File: src/rtl/tmb_pkg.sv
package tmb_pkg;
  typedef enum logic [1:0] {
    CM_EDGE     = 2'd0,
    CM_CTR_DN   = 2'd1,
    CM_CTR_UP   = 2'd2,
    CM_CTR_BOTH = 2'd3
  } cnt_mode_e;
endpackage

File: src/rtl/tmb_presc.sv
module tmb_presc #(
  parameter int PSC_W = 16
) (
  input  logic             clk_i,
  input  logic             rst_ni,
  input  logic             run_i,
  input  logic             reinit_i,
  input  logic             load_i,
  input  logic [PSC_W-1:0] div_i,
  output logic             tick_o
);
  localparam logic [PSC_W-1:0] P_ONE = PSC_W'(1);

  logic [PSC_W-1:0] pc_q, div_q;

  assign tick_o = run_i & ~reinit_i & (pc_q == div_q);

  always_ff @(posedge clk_i or negedge rst_ni) begin
    if (!rst_ni) begin
      pc_q  <= '0;
      div_q <= '0;
    end else begin
      if (reinit_i)   pc_q <= '0;
      else if (run_i) pc_q <= (pc_q == div_q) ? '0 : pc_q + P_ONE;
      // divider shadow only moves on update events
      if (load_i) div_q <= div_i;
    end
  end
endmodule

File: src/rtl/tmb_core.sv
module tmb_core
  import tmb_pkg::*;
#(
  parameter int CNT_W = 16
) (
  input  logic             clk_i,
  input  logic             rst_ni,
  input  logic             tick_i,
  input  logic             ug_i,
  input  logic             clr_i,
  input  cnt_mode_e        mode_i,
  input  logic             dn_ld_i,
  input  logic             dn_val_i,
  input  logic [CNT_W-1:0] lim_i,
  input  logic [CNT_W-1:0] nlim_i,
  output logic [CNT_W-1:0] cnt_o,
  output logic             dn_o,
  output logic             ev_o
);
  localparam logic [CNT_W-1:0] C_ONE = CNT_W'(1);

  logic [CNT_W-1:0] cnt_q, cnt_nx;
  logic             dn_q, dn_nx, at, edge_m, lim_z;

  assign edge_m = (mode_i == CM_EDGE);
  assign lim_z  = (lim_i == '0);
  // boundary: bottom when descending, limit or above when ascending
  assign at     = dn_q ? (cnt_q == '0) : (cnt_q >= lim_i);
  assign ev_o   = tick_i & at;

  always_comb begin
    cnt_nx = cnt_q;
    dn_nx  = dn_q;
    if (!at)         cnt_nx = dn_q ? cnt_q - C_ONE : cnt_q + C_ONE;
    else if (edge_m) cnt_nx = dn_q ? nlim_i : '0;
    else if (dn_q) begin
      cnt_nx = lim_z ? '0 : C_ONE;
      dn_nx  = 1'b0;
    end else begin
      cnt_nx = lim_z ? '0 : lim_i - C_ONE;
      dn_nx  = ~lim_z;
    end
  end

  always_ff @(posedge clk_i or negedge rst_ni) begin
    if (!rst_ni) begin
      cnt_q <= '0;
      dn_q  <= 1'b0;
    end else begin
      if (ug_i)        cnt_q <= (edge_m & dn_q) ? nlim_i : '0;
      else if (clr_i)  cnt_q <= '0;
      else if (tick_i) cnt_q <= cnt_nx;

      if (ug_i)                       dn_q <= edge_m ? dn_q : 1'b0;
      else if (dn_ld_i)               dn_q <= dn_val_i;
      else if (tick_i & at & ~edge_m) dn_q <= dn_nx;
    end
  end

  assign cnt_o = cnt_q;
  assign dn_o  = dn_q;
endmodule

File: src/rtl/tmb_upd.sv
module tmb_upd #(
  parameter int CNT_W = 16
) (
  input  logic             clk_i,
  input  logic             rst_ni,
  input  logic             arpe_i,
  input  logic             urs_i,
  input  logic             ude_i,
  input  logic             arr_we_i,
  input  logic [CNT_W-1:0] wdata_i,
  input  logic             ev_i,
  input  logic             ug_i,
  input  logic             flag_clr_i,
  output logic [CNT_W-1:0] lim_o,
  output logic [CNT_W-1:0] nlim_o,
  output logic             uif_o,
  output logic             dma_o
);
  logic [CNT_W-1:0] arr_q, ash_q;
  logic             uif_q, dma_q, set_flag;

  assign set_flag = ev_i | (ug_i & ~urs_i);

  always_ff @(posedge clk_i or negedge rst_ni) begin
    if (!rst_ni) begin
      arr_q <= '1;
      ash_q <= '1;
      uif_q <= 1'b0;
      dma_q <= 1'b0;
    end else begin
      if (arr_we_i) arr_q <= wdata_i;
      // shadow follows the register when preload is off
      if (ev_i | ug_i | ~arpe_i) ash_q <= arr_q;
      if (set_flag)        uif_q <= 1'b1;
      else if (flag_clr_i) uif_q <= 1'b0;
      dma_q <= set_flag & ude_i;
    end
  end

  assign lim_o  = arpe_i ? ash_q : arr_q;
  assign nlim_o = arr_q;
  assign uif_o  = uif_q;
  assign dma_o  = dma_q;
endmodule

File: src/rtl/tmb_top.sv
module tmb_top
  import tmb_pkg::*;
#(
  parameter int CNT_W = 16,
  parameter int PSC_W = 16,
  localparam int DW   = (CNT_W > PSC_W) ? CNT_W : PSC_W
) (
  input  logic             clk_i,
  input  logic             rst_ni,
  input  logic             ctl_we_i,
  input  logic             en_i,
  input  logic [1:0]       mode_i,
  input  logic             dir_i,
  input  logic             arpe_i,
  input  logic             urs_i,
  input  logic             uie_i,
  input  logic             ude_i,
  input  logic             psc_we_i,
  input  logic             arr_we_i,
  input  logic [DW-1:0]    wdata_i,
  input  logic             ug_i,
  input  logic             cnt_clr_i,
  input  logic             flag_clr_i,
  output logic [CNT_W-1:0] cnt_o,
  output logic             dir_o,
  output logic             cmp_win_o,
  output logic             uif_o,
  output logic             irq_o,
  output logic             dma_o
);
  logic             en_q, arpe_q, urs_q, uie_q, ude_q;
  cnt_mode_e        mode_q, mode_new;
  logic [PSC_W-1:0] psc_q;
  logic             mode_ld, tick, cnt_ev, dn;
  logic [CNT_W-1:0] lim, nlim;

  assign mode_new = cnt_mode_e'(mode_i);
  // geometry is frozen while counting
  assign mode_ld  = ctl_we_i & ~en_q;

  always_ff @(posedge clk_i or negedge rst_ni) begin
    if (!rst_ni) begin
      en_q   <= 1'b0;
      arpe_q <= 1'b0;
      urs_q  <= 1'b0;
      uie_q  <= 1'b0;
      ude_q  <= 1'b0;
      mode_q <= CM_EDGE;
      psc_q  <= '0;
    end else begin
      if (ctl_we_i) begin
        en_q   <= en_i;
        arpe_q <= arpe_i;
        urs_q  <= urs_i;
        uie_q  <= uie_i;
        ude_q  <= ude_i;
      end
      if (mode_ld)  mode_q <= mode_new;
      if (psc_we_i) psc_q  <= wdata_i[PSC_W-1:0];
    end
  end

  tmb_presc #(.PSC_W(PSC_W)) u_presc (
    .clk_i    (clk_i),
    .rst_ni   (rst_ni),
    .run_i    (en_q),
    .reinit_i (ug_i),
    .load_i   (cnt_ev | ug_i),
    .div_i    (psc_q),
    .tick_o   (tick)
  );

  tmb_core #(.CNT_W(CNT_W)) u_core (
    .clk_i    (clk_i),
    .rst_ni   (rst_ni),
    .tick_i   (tick),
    .ug_i     (ug_i),
    .clr_i    (cnt_clr_i),
    .mode_i   (mode_q),
    .dn_ld_i  (mode_ld),
    .dn_val_i ((mode_new == CM_EDGE) & dir_i),
    .lim_i    (lim),
    .nlim_i   (nlim),
    .cnt_o    (cnt_o),
    .dn_o     (dn),
    .ev_o     (cnt_ev)
  );

  tmb_upd #(.CNT_W(CNT_W)) u_upd (
    .clk_i      (clk_i),
    .rst_ni     (rst_ni),
    .arpe_i     (arpe_q),
    .urs_i      (urs_q),
    .ude_i      (ude_q),
    .arr_we_i   (arr_we_i),
    .wdata_i    (wdata_i[CNT_W-1:0]),
    .ev_i       (cnt_ev),
    .ug_i       (ug_i),
    .flag_clr_i (flag_clr_i),
    .lim_o      (lim),
    .nlim_o     (nlim),
    .uif_o      (uif_o),
    .dma_o      (dma_o)
  );

  always_comb begin
    unique case (mode_q)
      CM_CTR_DN: cmp_win_o = dn;
      CM_CTR_UP: cmp_win_o = ~dn;
      default:   cmp_win_o = 1'b1;
    endcase
  end

  assign dir_o = dn;
  assign irq_o = uif_o & uie_q;
endmodule

File: config.mk
export PLATFORM = sky130hd
export DESIGN_NAME = tmb_top
export DESIGN_NICKNAME = d
export VERILOG_FILES = /design/src/rtl/tmb_pkg.sv /design/src/rtl/tmb_presc.sv /design/src/rtl/tmb_core.sv /design/src/rtl/tmb_upd.sv /design/src/rtl/tmb_top.sv
export SDC_FILE = /design/constraint.sdc
export NUM_CORES = 1
export LEC_CHECK = 0
export ABC_AREA = 1
export CELL_PAD_IN_SITES_DETAIL_PLACEMENT = 1
export CELL_PAD_IN_SITES_GLOBAL_PLACEMENT = 2
export CORE_ASPECT_RATIO = 0.8
export CORE_MARGIN = 2
export CORE_UTILIZATION = 37
export DETAILED_ROUTE_END_ITERATION = 12
export GPL_TIMING_DRIVEN = 0
export PLACE_DENSITY_LB_ADDON = 0.1
export SYNTH_ARGS = -nofsm -noshare
export SYNTH_HDL_FRONTEND = slang
export SYNTH_SLANG_ARGS = --single-unit
export TNS_END_PERCENT = 100
File: constraint.sdc
create_clock -name clk_i -period 3.4 [get_ports clk_i]
set_clock_uncertainty 0.05 [all_clocks]
set_input_delay 0.68 -clock clk_i [delete_from_list [all_inputs] [get_ports clk_i]]
set_output_delay 0.68 -clock clk_i [all_outputs]
set_load 0.05 [all_outputs]
=== Yosys cells after proc, flatten, opt, wreduce, memory -nomap -nowiden ===
Cells that the tools add are included.

* Bits in registers: 106
* Memories kept: 0
* Bits in latches: 0
* Memory bits (writable): 0
* Bits in read-only memories: 0
* Input bits: 32
* Logic and storage cells: 81

* Bitwise logic cells: 20
* $mul: 0
* Add/subtract/negate cells: 4
* Div/mod/pow operators: 0
* $lt $le $gt $ge: 1
* Equal/unequal tests: 5
* Shifts and indexed selects: 0
* Reductions and logical operators: 10
* Multiplexer cells: 26

{| class="wikitable"
|+ Operators by type and width
! operator !! number
|-
| 16-bit two-way mux || 14
|-
| 16-bit by 1-bit adder with 16-bit output, second input constant || 2
|-
| 16-bit zero test || 2
|-
| 16-bit by 1-bit subtractor with 16-bit output, second input constant || 2
|-
| 16-bit == test || 1
|-
| 16-bit >= comparator || 1
|-
| 1-bit two-way mux || 11
|-
| 1-bit AND || 10
|-
| 3-bit nonzero test || 3
|-
| 1-bit inverter || 7
|-
| 2-bit zero test || 2
|-
| 2-bit inequality test, second input constant || 2
|-
| 4-bit AND reduction || 1
|-
| 2-bit nonzero test || 2
|-
| 1-bit OR || 3
|-
| 2-bit by 1-bit == test with 1-bit output, second input constant || 1
|-
| 2-bit == test, second input constant || 1
|-
| 1-bit one-hot mux with 2 select lines || 1
|}

=== Logic depth before layout (Yosys ltp) ===
* Depth after elaboration: 9
* Depth in mapped cells: 22

=== Modules after synthesis ===
Synthesis repeated with hierarchy kept, for this count alone.

* Cells, all modules: 1,118
* Area, all modules: 7,559.8 um^2

{| class="wikitable"
|+ Modules (own cells, without submodules)
! module !! times used !! cells each !! area each (um^2) !! sequential area each (um^2)
|-
| tmb_core || 1 || 540 || 3,055.4 || 425.4
|-
| tmb_presc || 1 || 286 || 1,954.4 || 800.8
|-
| tmb_upd || 1 || 181 || 1,554.0 || 890.9
|-
| tmb_top || 1 || 111 || 996.0 || 575.6
|}

=== Least setup slack after synthesis ===
No wires, ideal clock.

* Kind: register to output
* From: register u_core.dn_q, in the netlist u_core.dn_o
* To: output port cmp_win_o
* Slack: 0.987 ns
* Cell stages (with the launch flop): 5
* Arrival time: 1.683 ns
* Data required time: 2.670 ns
* Cells stage by stage: dfrtp_1 -> buf_2 -> inv_1 -> nand2_1 -> nand3_1

* Longest elaborated chain between the ends: 2

{| class="wikitable"
|+ RTL lines
! element !! RTL line !! RTL
|-
| from (decl) || tmb_core.sv:23 || <nowiki>logic dn_q, dn_nx, at, edge_m, lim_z;</nowiki>
|-
| from (signal assigned) || tmb_core.sv:54 || <nowiki>if (ug_i) dn_q <= edge_m ? dn_q : 1'b0;</nowiki>
|-
| from (signal assigned) || tmb_core.sv:55 || <nowiki>else if (dn_ld_i) dn_q <= dn_val_i;</nowiki>
|-
| from (signal assigned) || tmb_core.sv:56 || <nowiki>else if (tick_i & at & ~edge_m) dn_q <= dn_nx;</nowiki>
|-
| 1-bit inverter || tmb_top.sv:109 || <nowiki>CM_CTR_UP: cmp_win_o = ~dn;</nowiki>
|-
| 1-bit one-hot mux with 2 select lines * || tmb_top.sv:107 || <nowiki>unique case (mode_q)</nowiki>
|-
| to (decl) || tmb_top.sv:26 || <nowiki>output logic cmp_win_o,</nowiki>
|}

Mark *: on every way between the ends. The rest lies on a longest branch, timed or not.

=== Worst setup path in the final report ===
* From: register arpe_q
* To: register u_core.cnt_q[12], in the netlist u_core.cnt_o[12]

* Longest elaborated chain between the ends: 9
* Elaborated cells on any way between the ends: 12

{| class="wikitable"
|+ RTL lines
! element !! RTL line !! RTL
|-
| from (decl) || tmb_top.sv:31 || <nowiki>logic en_q, arpe_q, urs_q, uie_q, ude_q;</nowiki>
|-
| from (signal assigned) || tmb_top.sv:53 || <nowiki>arpe_q <= arpe_i;</nowiki>
|-
| 16-bit two-way mux * || tmb_upd.sv:40 || <nowiki>assign lim_o = arpe_i ? ash_q : arr_q;</nowiki>
|-
| 16-bit by 1-bit subtractor with 16-bit output or 16-bit zero test (tied branches) || tmb_core.sv:40, tmb_core.sv:26 ||
|-
| 16-bit two-way mux || tmb_core.sv:40 || <nowiki>cnt_nx = lim_z ? '0 : lim_i - C_ONE;</nowiki>
|-
| 16-bit two-way mux || tmb_core.sv:36 || <nowiki>else if (dn_q) begin</nowiki>
|-
| 16-bit two-way mux || tmb_core.sv:35 || <nowiki>else if (edge_m) cnt_nx = dn_q ? nlim_i : '0;</nowiki>
|-
| 16-bit two-way mux * || tmb_core.sv:34 || <nowiki>if (!at) cnt_nx = dn_q ? cnt_q - C_ONE : cnt_q + C_ONE;</nowiki>
|-
| 16-bit two-way mux * || tmb_core.sv:52 || <nowiki>else if (tick_i) cnt_q <= cnt_nx;</nowiki>
|-
| 16-bit two-way mux * || tmb_core.sv:51 || <nowiki>else if (clr_i) cnt_q <= '0;</nowiki>
|-
| 16-bit two-way mux * || tmb_core.sv:50 || <nowiki>if (ug_i) cnt_q <= (edge_m & dn_q) ? nlim_i : '0;</nowiki>
|-
| to (signal assigned) || tmb_core.sv:50 ||
|-
| to (signal assigned) || tmb_core.sv:52 ||
|-
| to (decl) || tmb_core.sv:22 || <nowiki>logic [CNT_W-1:0] cnt_q, cnt_nx;</nowiki>
|}

Mark *: on every way between the ends. The rest lies on a longest branch, timed or not. The select of a mux whose other input is x is not followed.
A chain may end at the register's enable or synchronous reset.

==> out/summary.log <==
INFO  outcome        run_status=finished, final reports clean
INFO  timing         timing.final.max_slew_violations=0
INFO  cts            number_of_buffers_on_the_longest_clock_path=2
INFO  die            die_width=160µm
INFO  cts            tritoncts=done
INFO  detailed_routing wirelength=21800µm
INFO  timing         rsz0062_at_grt=false
INFO  finish         area_growth=15.6%
INFO  cts            clk_pin_slew_worst_paths=80ps
INFO  die            floorplan.rows=45
INFO  synth          synth.top_cells.by_count=266 x nand2_1, 104 x nor2_1, 100 x inv_1, 74 x dfrtp_1, 62 x a21oi_1
INFO  power_and_ir_drop power.ir.vdd_worst=256µV
INFO  synth          sequential_to_total_area_share_from_yosys_stat=37.5%
INFO  job            max_cap_violations=0
INFO  place          gp_routability_congestion=0.848
INFO  global_routing grt_start_max_net_pins=62
INFO  detailed_routing antenna_violating_nets_post_route=0
INFO  timing         post-route-period-util=92.4%
INFO  worst_setup_path setup.worst_path.class=reg -> reg
INFO  detailed_routing route.vias.total=6493
INFO  synth          yosysWarningCount=0
INFO  detailed_routing drt-pass1-iter-count=4
INFO  worst_setup_path max_stage_delay=490ps
INFO  global_routing grt_pass1_wl=36100µm
INFO  detailed_routing vias_per_cell=5.00
INFO  finish         number_of_nets_in_the_finished_design=1105
INFO  die            floorplan.core_area=19000µm²
INFO  timing         max_slew.worst_pin.slew=807ps
INFO  cts            clockRootBuffer=clkbuf_16
INFO  synth          synth.cell_area=7190µm²
INFO  synth          yosysTopAreaCell=dfrtp_1
INFO  detailed_routing route.detailed.drc=0
INFO  detailed_routing drt_iter0_markers=295
INFO  synth          synth_area_per_cell=7.37µm²
INFO  min_path       worst_hold_path_type=in -> async
INFO  cts            cts_sinks=106
INFO  global_routing grtUsageTotal=22.2%
INFO  synth          edff_count_synth=0
INFO  finish         antenna_cells_inserted=0
INFO  synth          yosys_most_used_dff=dfrtp_1
INFO  die            initial_standard_cell_utilization_of_the_core=37.8%
INFO  worst_setup_path crit_slowest_cell=clkbuf_1
INFO  cts            post_cts_buffers=0
INFO  worst_setup_path worst_ep_arrival_time=3330ps
INFO  synth          synth-seq-cells=106
INFO  synth          syn-instance-count=975
INFO  finish         drive_above_1_share=12.2%
INFO  timing         period_minus_slack=3140ps
INFO  global_routing antenna_found_initial=0
INFO  worst_setup_path critical_path.endpoint_type=flip-flop
INFO  synth          post-synth-top-count-cell=nand2_1
INFO  power_and_ir_drop static-leakage-power=3.86nW
INFO  cts            cts.htree.levels=3
INFO  place          port-buffer-count=49
INFO  synth          yosysTopAreaCellShare=25.8%
INFO  worst_setup_path crit_path_frequent_cell=nand2_1
INFO  cts            insertion_delay=350ps
INFO  detailed_routing routed_wire_length_per_instance=16.8µm
INFO  timing         finalSetupViolations=0
INFO  place          detailedPlace.worstSlack=284ps
INFO  synth          synth_async_sr_flop_share=100%
INFO  worst_setup_path critical_path_required=3590ps
INFO  timing         timing.fmax=318MHz
INFO  synth          synthDistinctLibCells=43
INFO  synth          postSynthNetCount=1044
INFO  place          place.detailed.hpwl=17700µm
INFO  worst_setup_path crit_path_cell_trace=buf_6 > inv_6 > buf_8 > nand2_1 > nand2_1 > ha_1 > nand2_1 > nor2_1 > nor2_1 > nand2_1 > nand2_1 > nand2_1 > nand2_1 > nand2_1 > nand2_2 > clkbuf_1 > nand3_1 > nand3_1 > a21oi_1
INFO  timing         relSlewSlack=46.0%
INFO  cts            cts-buffers-inserted=9
INFO  die            die_height=129µm
INFO  power_and_ir_drop p_per_area=546nW/µm²
INFO  global_routing overall_overflow_remaining_after_global_route=0
INFO  die            num_io_pins=53
INFO  timing         final_critical_path_setup_slack=258ps
INFO  die            floorplan.die_area=20600µm²
INFO  cts            hold_buffers=0
INFO  worst_setup_path r2r_cells=19
INFO  worst_setup_path start_kind=flip-flop
INFO  worst_setup_path crit_fanout=10
INFO  synth          leading_post_synthesis_cells_by_cell_area=dfrtp_1 26%, nand2_1 14%, dfstp_2 12%
INFO  global_routing first_global_vias=6599
INFO  timing         timing.final.hold_violations=0
INFO  timing         totalNegativeSetupSlack=0ps
-- layer usage --
metal	up-vias	track usage, %	share of wire, %
li1	3270	-	-
met1	3131	35.7	57
met2	84	31.4	39
met3	8	3.93	3.8
met4	0	2.54	0.50
met5	-	0	0
-- flip-flops by register name, indices dropped and copies added (netlist names), 2 cells and up --
signal         count
u_upd.ash_q       16
mode_q             2
u_presc.div_q     16
u_presc.pc_q      16
psc_q             16
u_upd.nlim_o      16
u_core.cnt_o      16
-- stage by stage --
stage | util, % | instance area [µm²] | hold WS (ps) | std cells | total power (W)
final | 43.7 | 8310 | 299 | 1299 | 0.00453
after global routing | 43.7 | 8310 | 340 | 1299 | 0.00489
after CTS | 43.7 | 8310 | 320 | 1299 | 0.00458
after detailed placement | 42.2 | 8030 | 419 | 1283 | 0.00353
after global placement | 42.1 | 8000 | 410 | 1282 | 0.00349
after floorplan | - | 7190 | 334 | 975 | 0.00291
-- power breakdown --
part	internal [W]	total, W	switching (W)
registers	0.00143	0.00160	0.000164
logic	0.000663	0.00191	0.00125
clock network	0.000509	0.00103	0.000519
-- cells in the final DEF, fill, tap and decap left out, types with 9 or more instances in the layout --
cell type | Yosys | final
a21oi_1 | 62 | 62
clkbuf_1 | 13 | 14
clkbuf_16 | 0 | 9
clkdlybuf4s50_1 | 0 | 48
dfrtp_1 | 74 | 73
dfstp_2 | 32 | 32
ha_1 | 36 | 36
inv_1 | 100 | 100
nand2_1 | 266 | 266
nand2_2 | 21 | 21
nand3_1 | 52 | 52
nand4_1 | 9 | 9
nor2_1 | 104 | 104
o21a_1 | 11 | 11
o21ai_0 | 61 | 61
o21ai_1 | 17 | 17
xor2_1 | 28 | 28
-- worst max-delay path, delay by kind of cell, from the launching register on --
kind / cells / cell delay (ps)
flip-flops: 1 / 380
buffers and inverters: 4 / 890
adder cells (fa/ha/maj): 1 / 290
AND/OR/NAND/NOR: 13 / 1330
AO/OA/AOI/OAI: 1 / 70
-- cells by family (layout without fill, tap and decap cells) --
logic type	count (synthesis)	after routing	synth area share, %
adders and majority gates	37	37	6.54
DFF	106	106	37.5
xor gates and xnor gates	35	35	4.26
and+or+nand+nor	480	480	28.8
AOI/OAI and AO/OA	175	175	13.5
muxes	7	7	1.10
buffers and inverters	135	201	8.39
-- final cells by class --
class	count	area (µm²)
fillers	2464	10700
multi-input cells	734	3890
flip-flops and latches	106	2690
repair buffers	50	515
inverters	105	399
well taps	258	323
clock buffers	10	229
plain buffers	30	204
clock inverters	6	51.3
-- repair_timing --
item | 4_1_cts | 5_1_grt
resized for setup | 0 | 1
hold endpoints to repair | 0 | 0
setup endpoints to repair | 0 | 1
-- path summary, 6_finish.rpt --
path,start,endpoint,slack (ps)
worst max-delay path,arpe_q$_DFFE_PN0P_,u_core.cnt_o[12]$_DFFE_PN0P_,260
worst min-delay path,rst_ni,u_upd.uif_o$_DFFE_PN0P_,300
worst max register to register,arpe_q$_DFFE_PN0P_,u_core.cnt_o[12]$_DFFE_PN0P_,260
worst min register to register,u_upd.ash_q[14]$_DFFE_PN1P_,u_upd.ash_q[14]$_DFFE_PN1P_,430
max in group asynchronous,rst_ni,u_upd.ash_q[12]$_DFFE_PN1P_,2200
min in group clk_i,u_upd.ash_q[14]$_DFFE_PN1P_,u_upd.ash_q[14]$_DFFE_PN1P_,430
(Power assumes the default switching activity.)
